**config.mk**
```make
export PLATFORM = sky130hd
export DESIGN_NAME = asset_lock_gate
export DESIGN_NICKNAME = d
export VERILOG_FILES = /design/src/rtl/asset_lock_pkg.sv /design/src/rtl/asset_lock_ctrl.sv /design/src/rtl/asset_lock_dp.sv /design/src/rtl/asset_lock_gate.sv
export SDC_FILE = /design/constraint.sdc
export NUM_CORES = 1
export LEC_CHECK = 0
export CORE_MARGIN = 4
export CORE_UTILIZATION = 40
export CTS_CLUSTER_SIZE = 30
export DETAILED_ROUTE_END_ITERATION = 6
export PLACE_DENSITY = 0.65
export SLEW_MARGIN = 40
export SYNTH_ARGS = -nofsm -noshare
export SYNTH_HDL_FRONTEND = slang
export SYNTH_SLANG_ARGS = --single-unit
```
**constraint.sdc**
```tcl
create_clock -name clk -period 9.7 [get_ports clk]
set_input_delay 2.425 -clock clk [delete_from_list [all_inputs] [get_ports clk]]
set_output_delay 2.425 -clock clk [all_outputs]
set_load 0.01 [all_outputs]
```
**src/rtl/asset_lock_pkg.sv**
```systemverilog
package asset_lock_pkg;

  // Block numbers: address bits above the in-block word index
  localparam int BLK_CTRL   = 0;
  localparam int BLK_CDI    = 2;
  localparam int BLK_UDI    = 4;
  localparam int BLK_SECRET = 6;

  // Word offsets inside the control block
  localparam int OFF_MODE     = 0;
  localparam int OFF_LOCK     = 1;
  localparam int OFF_APPSTART = 2;
  localparam int OFF_APPSIZE  = 3;
  localparam int OFF_ADDRSEED = 4;
  localparam int OFF_DATASEED = 5;
  localparam int OFF_SCRATCH  = 6;

  // Per-word increments for the fixed identifier and secret contents
  localparam logic [31:0] UDI_STEP    = 32'h0101_0101;
  localparam logic [31:0] SECRET_STEP = 32'h1111_1111;

  typedef enum logic [2:0] {
    RG_NONE,
    RG_CTRL,
    RG_CDI,
    RG_UDI,
    RG_SECRET
  } regionT;

  typedef struct packed {
    regionT region;
    logic   rdEn;
    logic   locked;
    logic   modeBit;
    logic   wrAppStart;
    logic   wrAppSize;
    logic   wrAddrSeed;
    logic   wrDataSeed;
    logic   wrScratch;
    logic   wrCdi;
    logic   rdSecret;
  } strobeT;

endpackage

```
**src/rtl/asset_lock_ctrl.sv**
```systemverilog
module asset_lock_ctrl
  import asset_lock_pkg::*;
#(
  parameter int AW = 8,
  parameter int IW = 3
) (
  input  logic          clk,
  input  logic          rstN,
  input  logic          cs,
  input  logic          we,
  input  logic [AW-1:0] addr,
  input  logic          wrBit,
  input  logic          highAccess,
  output strobeT        strobe,
  output logic          modeBit,
  output logic          lockBit,
  output logic          romExecEn,
  output logic          fwRamEn,
  output logic          spiEn
);

  localparam int BW = AW - IW;

  logic [BW-1:0] blk;
  logic [IW-1:0] off;
  regionT        region;
  logic          wrCtrl;
  logic          modeWr;
  logic          modeReg;
  logic          lockReg;
  logic          resOpen;

  assign blk = addr[AW-1:IW];
  assign off = addr[IW-1:0];

  always_comb begin
    if (blk == BW'(BLK_CTRL))        region = RG_CTRL;
    else if (blk == BW'(BLK_CDI))    region = RG_CDI;
    else if (blk == BW'(BLK_UDI))    region = RG_UDI;
    else if (blk == BW'(BLK_SECRET)) region = RG_SECRET;
    else                             region = RG_NONE;
  end

  assign wrCtrl = cs && we && (region == RG_CTRL);
  // Only a write aimed at the mode word itself may engage the lock.
  assign modeWr = wrCtrl && (off == IW'(OFF_MODE));

  always_ff @(posedge clk) begin
    if (!rstN) begin
      modeReg <= 1'b0;
      lockReg <= 1'b0;
    end else if (modeWr) begin
      modeReg <= wrBit;
      if (wrBit) lockReg <= 1'b1;
    end
  end

  always_comb begin
    strobe            = '0;
    strobe.region     = region;
    strobe.rdEn       = cs && !we;
    strobe.locked     = lockReg;
    strobe.modeBit    = modeReg;
    strobe.wrAppStart = wrCtrl && (off == IW'(OFF_APPSTART)) && !lockReg;
    strobe.wrAppSize  = wrCtrl && (off == IW'(OFF_APPSIZE))  && !lockReg;
    strobe.wrAddrSeed = wrCtrl && (off == IW'(OFF_ADDRSEED)) && !lockReg;
    strobe.wrDataSeed = wrCtrl && (off == IW'(OFF_DATASEED)) && !lockReg;
    strobe.wrScratch  = wrCtrl && (off == IW'(OFF_SCRATCH));
    strobe.wrCdi      = cs && we && (region == RG_CDI) && !lockReg;
    strobe.rdSecret   = cs && !we && (region == RG_SECRET) && !lockReg;
  end

  // Execution resources follow the live mode bit, not the lock.
  assign resOpen   = !modeReg || highAccess;
  assign romExecEn = resOpen;
  assign fwRamEn   = resOpen;
  assign spiEn     = resOpen;
  assign modeBit   = modeReg;
  assign lockBit   = lockReg;

endmodule

```
**src/rtl/asset_lock_dp.sv**
```systemverilog
module asset_lock_dp
  import asset_lock_pkg::*;
#(
  parameter int              DW          = 32,
  parameter int              IW          = 3,
  parameter int              N_WORDS     = 8,
  parameter logic [DW-1:0]   UDI_SEED    = 'hA5C3_0000,
  parameter logic [DW-1:0]   SECRET_SEED = 'h5EC0_0000
) (
  input  logic          clk,
  input  logic          rstN,
  input  strobeT        strobe,
  input  logic [IW-1:0] off,
  input  logic [DW-1:0] wdata,
  output logic [DW-1:0] rdata,
  output logic [DW-1:0] appStart,
  output logic [DW-1:0] appSize,
  output logic [DW-1:0] addrSeed,
  output logic [DW-1:0] dataSeed
);

  logic [DW-1:0]      scratchReg;
  logic [DW-1:0]      cdiMem     [N_WORDS];
  logic [DW-1:0]      udiWord    [N_WORDS];
  logic [DW-1:0]      secretWord [N_WORDS];
  logic [N_WORDS-1:0] usedFlag;

  always_ff @(posedge clk) begin
    if (!rstN) begin
      appStart   <= '0;
      appSize    <= '0;
      addrSeed   <= '0;
      dataSeed   <= '0;
      scratchReg <= '0;
    end else begin
      if (strobe.wrAppStart) appStart   <= wdata;
      if (strobe.wrAppSize)  appSize    <= wdata;
      if (strobe.wrAddrSeed) addrSeed   <= wdata;
      if (strobe.wrDataSeed) dataSeed   <= wdata;
      if (strobe.wrScratch)  scratchReg <= wdata;
    end
  end

  for (genvar i = 0; i < N_WORDS; i++) begin : g_word
    assign udiWord[i]    = UDI_SEED + (DW'(i) * DW'(UDI_STEP));
    assign secretWord[i] = SECRET_SEED ^ (DW'(i) * DW'(SECRET_STEP));

    always_ff @(posedge clk) begin
      if (!rstN) begin
        cdiMem[i]   <= '0;
        usedFlag[i] <= 1'b0;
      end else begin
        if (strobe.wrCdi && (off == IW'(i)))    cdiMem[i]   <= wdata;
        if (strobe.rdSecret && (off == IW'(i))) usedFlag[i] <= 1'b1;
      end
    end
  end

  always_comb begin
    rdata = '0;
    if (strobe.rdEn) begin
      case (strobe.region)
        RG_CTRL: begin
          case (off)
            IW'(OFF_MODE):     rdata = DW'(strobe.modeBit);
            IW'(OFF_LOCK):     rdata = DW'(strobe.locked);
            IW'(OFF_APPSTART): rdata = appStart;
            IW'(OFF_APPSIZE):  rdata = appSize;
            IW'(OFF_ADDRSEED): rdata = addrSeed;
            IW'(OFF_DATASEED): rdata = dataSeed;
            IW'(OFF_SCRATCH):  rdata = scratchReg;
            default:           rdata = '0;
          endcase
        end
        RG_CDI:    rdata = cdiMem[off];
        RG_UDI:    rdata = strobe.locked ? '0 : udiWord[off];
        RG_SECRET: rdata = (strobe.locked || usedFlag[off]) ? '0 : secretWord[off];
        default:   rdata = '0;
      endcase
    end
  end

endmodule

```
**src/rtl/asset_lock_gate.sv**
```systemverilog
module asset_lock_gate
  import asset_lock_pkg::*;
#(
  parameter int            DW          = 32,
  parameter int            AW          = 8,
  parameter int            N_WORDS     = 8,
  parameter logic [DW-1:0] UDI_SEED    = 'hA5C3_0000,
  parameter logic [DW-1:0] SECRET_SEED = 'h5EC0_0000
) (
  input  logic          clk,
  input  logic          rstN,
  input  logic          cs,
  input  logic          we,
  input  logic [AW-1:0] addr,
  input  logic [DW-1:0] wdata,
  input  logic          highAccess,
  output logic [DW-1:0] rdata,
  output logic          ready,
  output logic          locked,
  output logic          modeBit,
  output logic          romExecEn,
  output logic          fwRamEn,
  output logic          spiEn,
  output logic [DW-1:0] appStart,
  output logic [DW-1:0] appSize,
  output logic [DW-1:0] addrSeed,
  output logic [DW-1:0] dataSeed
);

  localparam int IW = $clog2(N_WORDS);

  strobeT strobe;

  asset_lock_ctrl #(.AW(AW), .IW(IW)) u_ctrl (
    .clk(clk), .rstN(rstN), .cs(cs), .we(we), .addr(addr),
    .wrBit(wdata[0]), .highAccess(highAccess), .strobe(strobe),
    .modeBit(modeBit), .lockBit(locked), .romExecEn(romExecEn),
    .fwRamEn(fwRamEn), .spiEn(spiEn)
  );

  asset_lock_dp #(
    .DW(DW), .IW(IW), .N_WORDS(N_WORDS),
    .UDI_SEED(UDI_SEED), .SECRET_SEED(SECRET_SEED)
  ) u_dp (
    .clk(clk), .rstN(rstN), .strobe(strobe), .off(addr[IW-1:0]),
    .wdata(wdata), .rdata(rdata), .appStart(appStart), .appSize(appSize),
    .addrSeed(addrSeed), .dataSeed(dataSeed)
  );

  assign ready = cs;

endmodule

```
==> flow_metrics.py <==
metrics = {
    "status": {
        "run_status": "finished with violations",
        "failed_checks": "DRC",
    },
    "synth": {
        "netlist.top_cell.by_area": "sky130_fd_sc_hd__edfxtp_1",
        "mappedNetlistNets": 1827,
        "syn_avg_cell_area_um2": 11.12,
        "share_of_flip_flops_with_an_asynchronous_set_or_reset_after_synthesis": 0,
        "total_number_of_yosys_warnings": 0,
        "synth_cell_type_count": 47,
        "post-synth-top-count-cell": "sky130_fd_sc_hd__nand2_1",
        "synth.area.top_cells": "sky130_fd_sc_hd__edfxtp_1 (39%), sky130_fd_sc_hd__dfxtp_1 (17%), sky130_fd_sc_hd__and2_1 (8.2%)",
        "post_synth_most_frequent_cells": "sky130_fd_sc_hd__nand2_1 (397), sky130_fd_sc_hd__and2_1 (258), sky130_fd_sc_hd__edfxtp_1 (256), sky130_fd_sc_hd__dfxtp_1 (170), sky130_fd_sc_hd__clkbuf_1 (121)",
        "synthesis.area_um2": 19740,
        "sequential_fraction_of_the_synthesis_area": 0.5617,
        "yosys.area.top_type_share": 0.3894,
        "synth.ff_latch_count": 426,
        "synth_enable_flop_cells": 256,
        "synth_flop_cell": "sky130_fd_sc_hd__edfxtp_1",
        "synthCells": 1776,
    },
    "pwr": {
        "combPwrFrac": 0.064,
        "peak_ir_drop_on_the_vdd_network_v": 0.0001448,
        "pwr_density_cell_nw_per_um2": 163.4,
        "share_of_total_power_consumed_by_net_switching": 0.2303,
        "reported_net_switching_power_uw": 906.2,
        "p_seq_frac": 0.504,
        "power.internal_mw": 3.029,
        "leakage_nw": 7.844,
        "clkPwrFrac": 0.432,
    },
    "hold_path": {
        "min-delay-path-class": "reg2reg",
        "hp-start": "u_dp.scratchReg[29]",
        "hold_path_depth": 2,
    },
    "sta": {
        "drv_slew": 0,
        "period_minus_ws_final_ns": 8.183,
        "grt_setup_unrepaired": "false",
        "maxClockFrequency_ghz": 0.1222,
        "layout_worst_path_cycle_share": 0.8437,
        "worst_pin_slew_ns": 0.8219,
        "setup_failing_eps_final": 0,
        "final_hold_violation_count": 0,
        "slew_headroom": 0.4520,
        "timing.setup.tns_ns": 0,
        "final.setup_skew_ns": 0.009660,
    },
    "global_route": {
        "grt_total_usage": 0.2388,
        "antenna_found_initial": 0,
        "first_global_vias": 14740,
        "grt_max_degree": 120,
        "grt_first_pass_wirelength_um": 96540,
        "grt_overflow_total": 0,
    },
    "clock_tree": {
        "cts.repair.resized": 0,
        "clock_insertion_delay_worst_skew_ns": 0.57,
        "htree_num_levels": 2,
        "cts_tree": "done",
        "postCtsHoldBufs": 0,
        "cts_root_buffer": "sky130_fd_sc_hd__clkbuf_16",
        "cts.path.max_buffers": 3,
        "cts_post_setup_buffers_inserted": 0,
        "numCtsBuffers": 45,
        "cts_sinks": 426,
        "clk_pin_slew_worst_paths_ns": 0.06,
    },
    "layout": {
        "layout_fillers": 4389,
        "area_growth_pct": 21.95,
        "multiInputGateArea_um2": 8083,
        "final_cell_count_no_fill": 2614,
        "final_nets": 1965,
        "post_route_cells_drive_above_1_share": 0.1215,
        "total_non_filler_cell_area_in_the_finished_layout_um2": 24080,
        "final-seq-area_um2": 11090,
        "diodes": 0,
        "finalCoreUtilization": 0.4929,
    },
    "floorplanning": {
        "num_io_pins": 211,
        "fp.dieH_um": 230.2,
        "dieWidth_um": 230.2,
        "floorplan.initialDensity": 0.4042,
        "core_region_area_um2": 48850,
        "std_cell_rows": 81,
        "area_of_the_die_um2": 52980,
    },
    "worst_setup_path": {
        "cp_num_buf_inv": 3,
        "setup.worst_path.class": "in2out",
        "cp_slowest_cell": "sky130_fd_sc_hd__ha_2",
        "timing.reg2reg.worst_path_depth": 4,
        "critical_path.top_delay_family": "buffers and inverters",
        "timing.critical_path.from_type": "input port",
        "worstSetupPathDepth": 9,
        "worstPathRequired_ns": 7.28,
        "worstPathMaxFanout": 33,
        "cp-startpoint": "addr[0]",
        "critPathArrivalTime_ns": 5.76,
        "cp_slowest_stage_delay_ns": 0.74,
        "endpoint_kind": "primary output",
        "cp_cell_sequence": "buf_4 > inv_1 > ha_2 > nor3_1 > a211oi_4 > nor2b_1 > a21oi_1 > o21ai_0 > clkdlybuf4s50_1",
        "reg2reg_from": "u_ctrl.lockBit",
    },
    "drt": {
        "dr.first_iter.drc_count": 2019,
        "final_routed_wirelength_across_all_metal_layers_um": 65580,
        "vias": 15120,
        "antenna_left": 0,
        "post-route-drc-count": 6,
        "firstDrtPassIters": 7,
        "viasPerCell": 5.782,
        "route.detailed.wl_per_inst_um": 25.09,
    },
    "place": {
        "dp.final_hpwl_um": 42660,
        "placedCellCount": 2531,
        "port_buffers": 210,
        "postPlaceCellArea_um2": 22650,
        "place_congestion": 0.9224,
    },
    "run": {
        "max_cap_violations": 0,
    },
}
## kinds of logic (layout without fill, tap and decap cells)
logic type,after synthesis,after routing,share of synthesized area
flops,426,426,0.5617
fa+ha+maj,6,6,0.003802
mux,84,84,0.08080
simple gates,732,732,0.1783
buf+inv,171,345,0.03891
compound gates,357,357,0.1364
## worst min-delay path: cells and delay by family (launching register included)
family / cells / cell delay, ns
DFF: 1 / 0.31
and+or+nand+nor: 1 / 0.05
AOI/OAI and AO/OA: 1 / 0.05
## final cells by class
| cell class | count | area share |
|---|---|---|
| Sequential cell | 426 | 0.4606 |
| Multi-Input combinational cell | 1179 | 0.3357 |
| Timing Repair Buffer | 258 | 0.1099 |
| Clock buffer | 61 | 0.05108 |
| Tap cell | 664 | 0.03450 |
| Clock inverter | 22 | 0.007587 |
| Inverter | 4 | 0.0006236 |
## state kept, by name (all words and copies together) (netlist names)
signal and cells:
u_ctrl.lockBit 1, u_ctrl.modeBit 1, u_dp.addrSeed 32, u_dp.appSize 32, u_dp.appStart 32, u_dp.cdiMem 256
u_dp.dataSeed 32, u_dp.scratchReg 32, u_dp.usedFlag 8
## layout by cell type (no fill, tap or decap), drive strengths merged, types with 2 or more instances in the layout
cell,instances
mux2,3
clkbuf,61
a21oi,49
or3,2
a31oi,23
a22oi,28
a21boi,161
a21o,2
and3,2
nand3,5
or4,2
nor2,38
and2,258
o211ai,12
a222oi,19
clkdlybuf4s50,206
nor4,3
mux2i,21
bufinv,3
mux4,60
nand2b,5
or2,2
buf,52
edfxtp,256
nor2b,7
clkinv,18
nor3,10
ha,6
o21a,8
a41oi,2
inv,5
dfxtp,170
o21ai,16
nand2,397
a221oi,28
a22o,3
## path summary, 6_finish.rpt
check                           slack, ns                  end
worst max register to register       6.98   u_dp.cdiMem[4][10]
worst min register to register       0.46  u_dp.scratchReg[29]
worst min-delay path                 0.46  u_dp.scratchReg[29]
worst max-delay path                 1.52             rdata[6]
## power groups by stage
| stage | logic (mW) | clock network (mW) | registers (mW) |
|---|---|---|---|
| 2_1_floorplan | 0.148 | 0 | 2.02 |
| 3_3_place_gp | 0.249 | 0 | 2.02 |
| 3_5_place_dp | 0.250 | 0 | 2.02 |
| 4_1_cts | 0.251 | 1.71 | 1.98 |
| 5_1_grt | 0.265 | 1.79 | 1.99 |
| 6_report | 0.253 | 1.70 | 1.98 |
## metal layers
layer,share of wire,track usage
met1,0.41,0.3266
met4,0.021,0.05388
met5,0,0
met3,0.090,0.04955
met2,0.48,0.3941
## stage by stage
step	setup slack [ns]	hold WS, ns	total power [mW]
floorplan	2.344	0.4344	2.167
global placement	1.678	0.4416	2.266
detailed placement	1.612	0.4459	2.272
CTS	1.602	0.4540	3.942
global route	1.356	0.4752	4.045
finish	1.517	0.4559	3.935
Note: power is estimated with default switching activity, not from simulation.
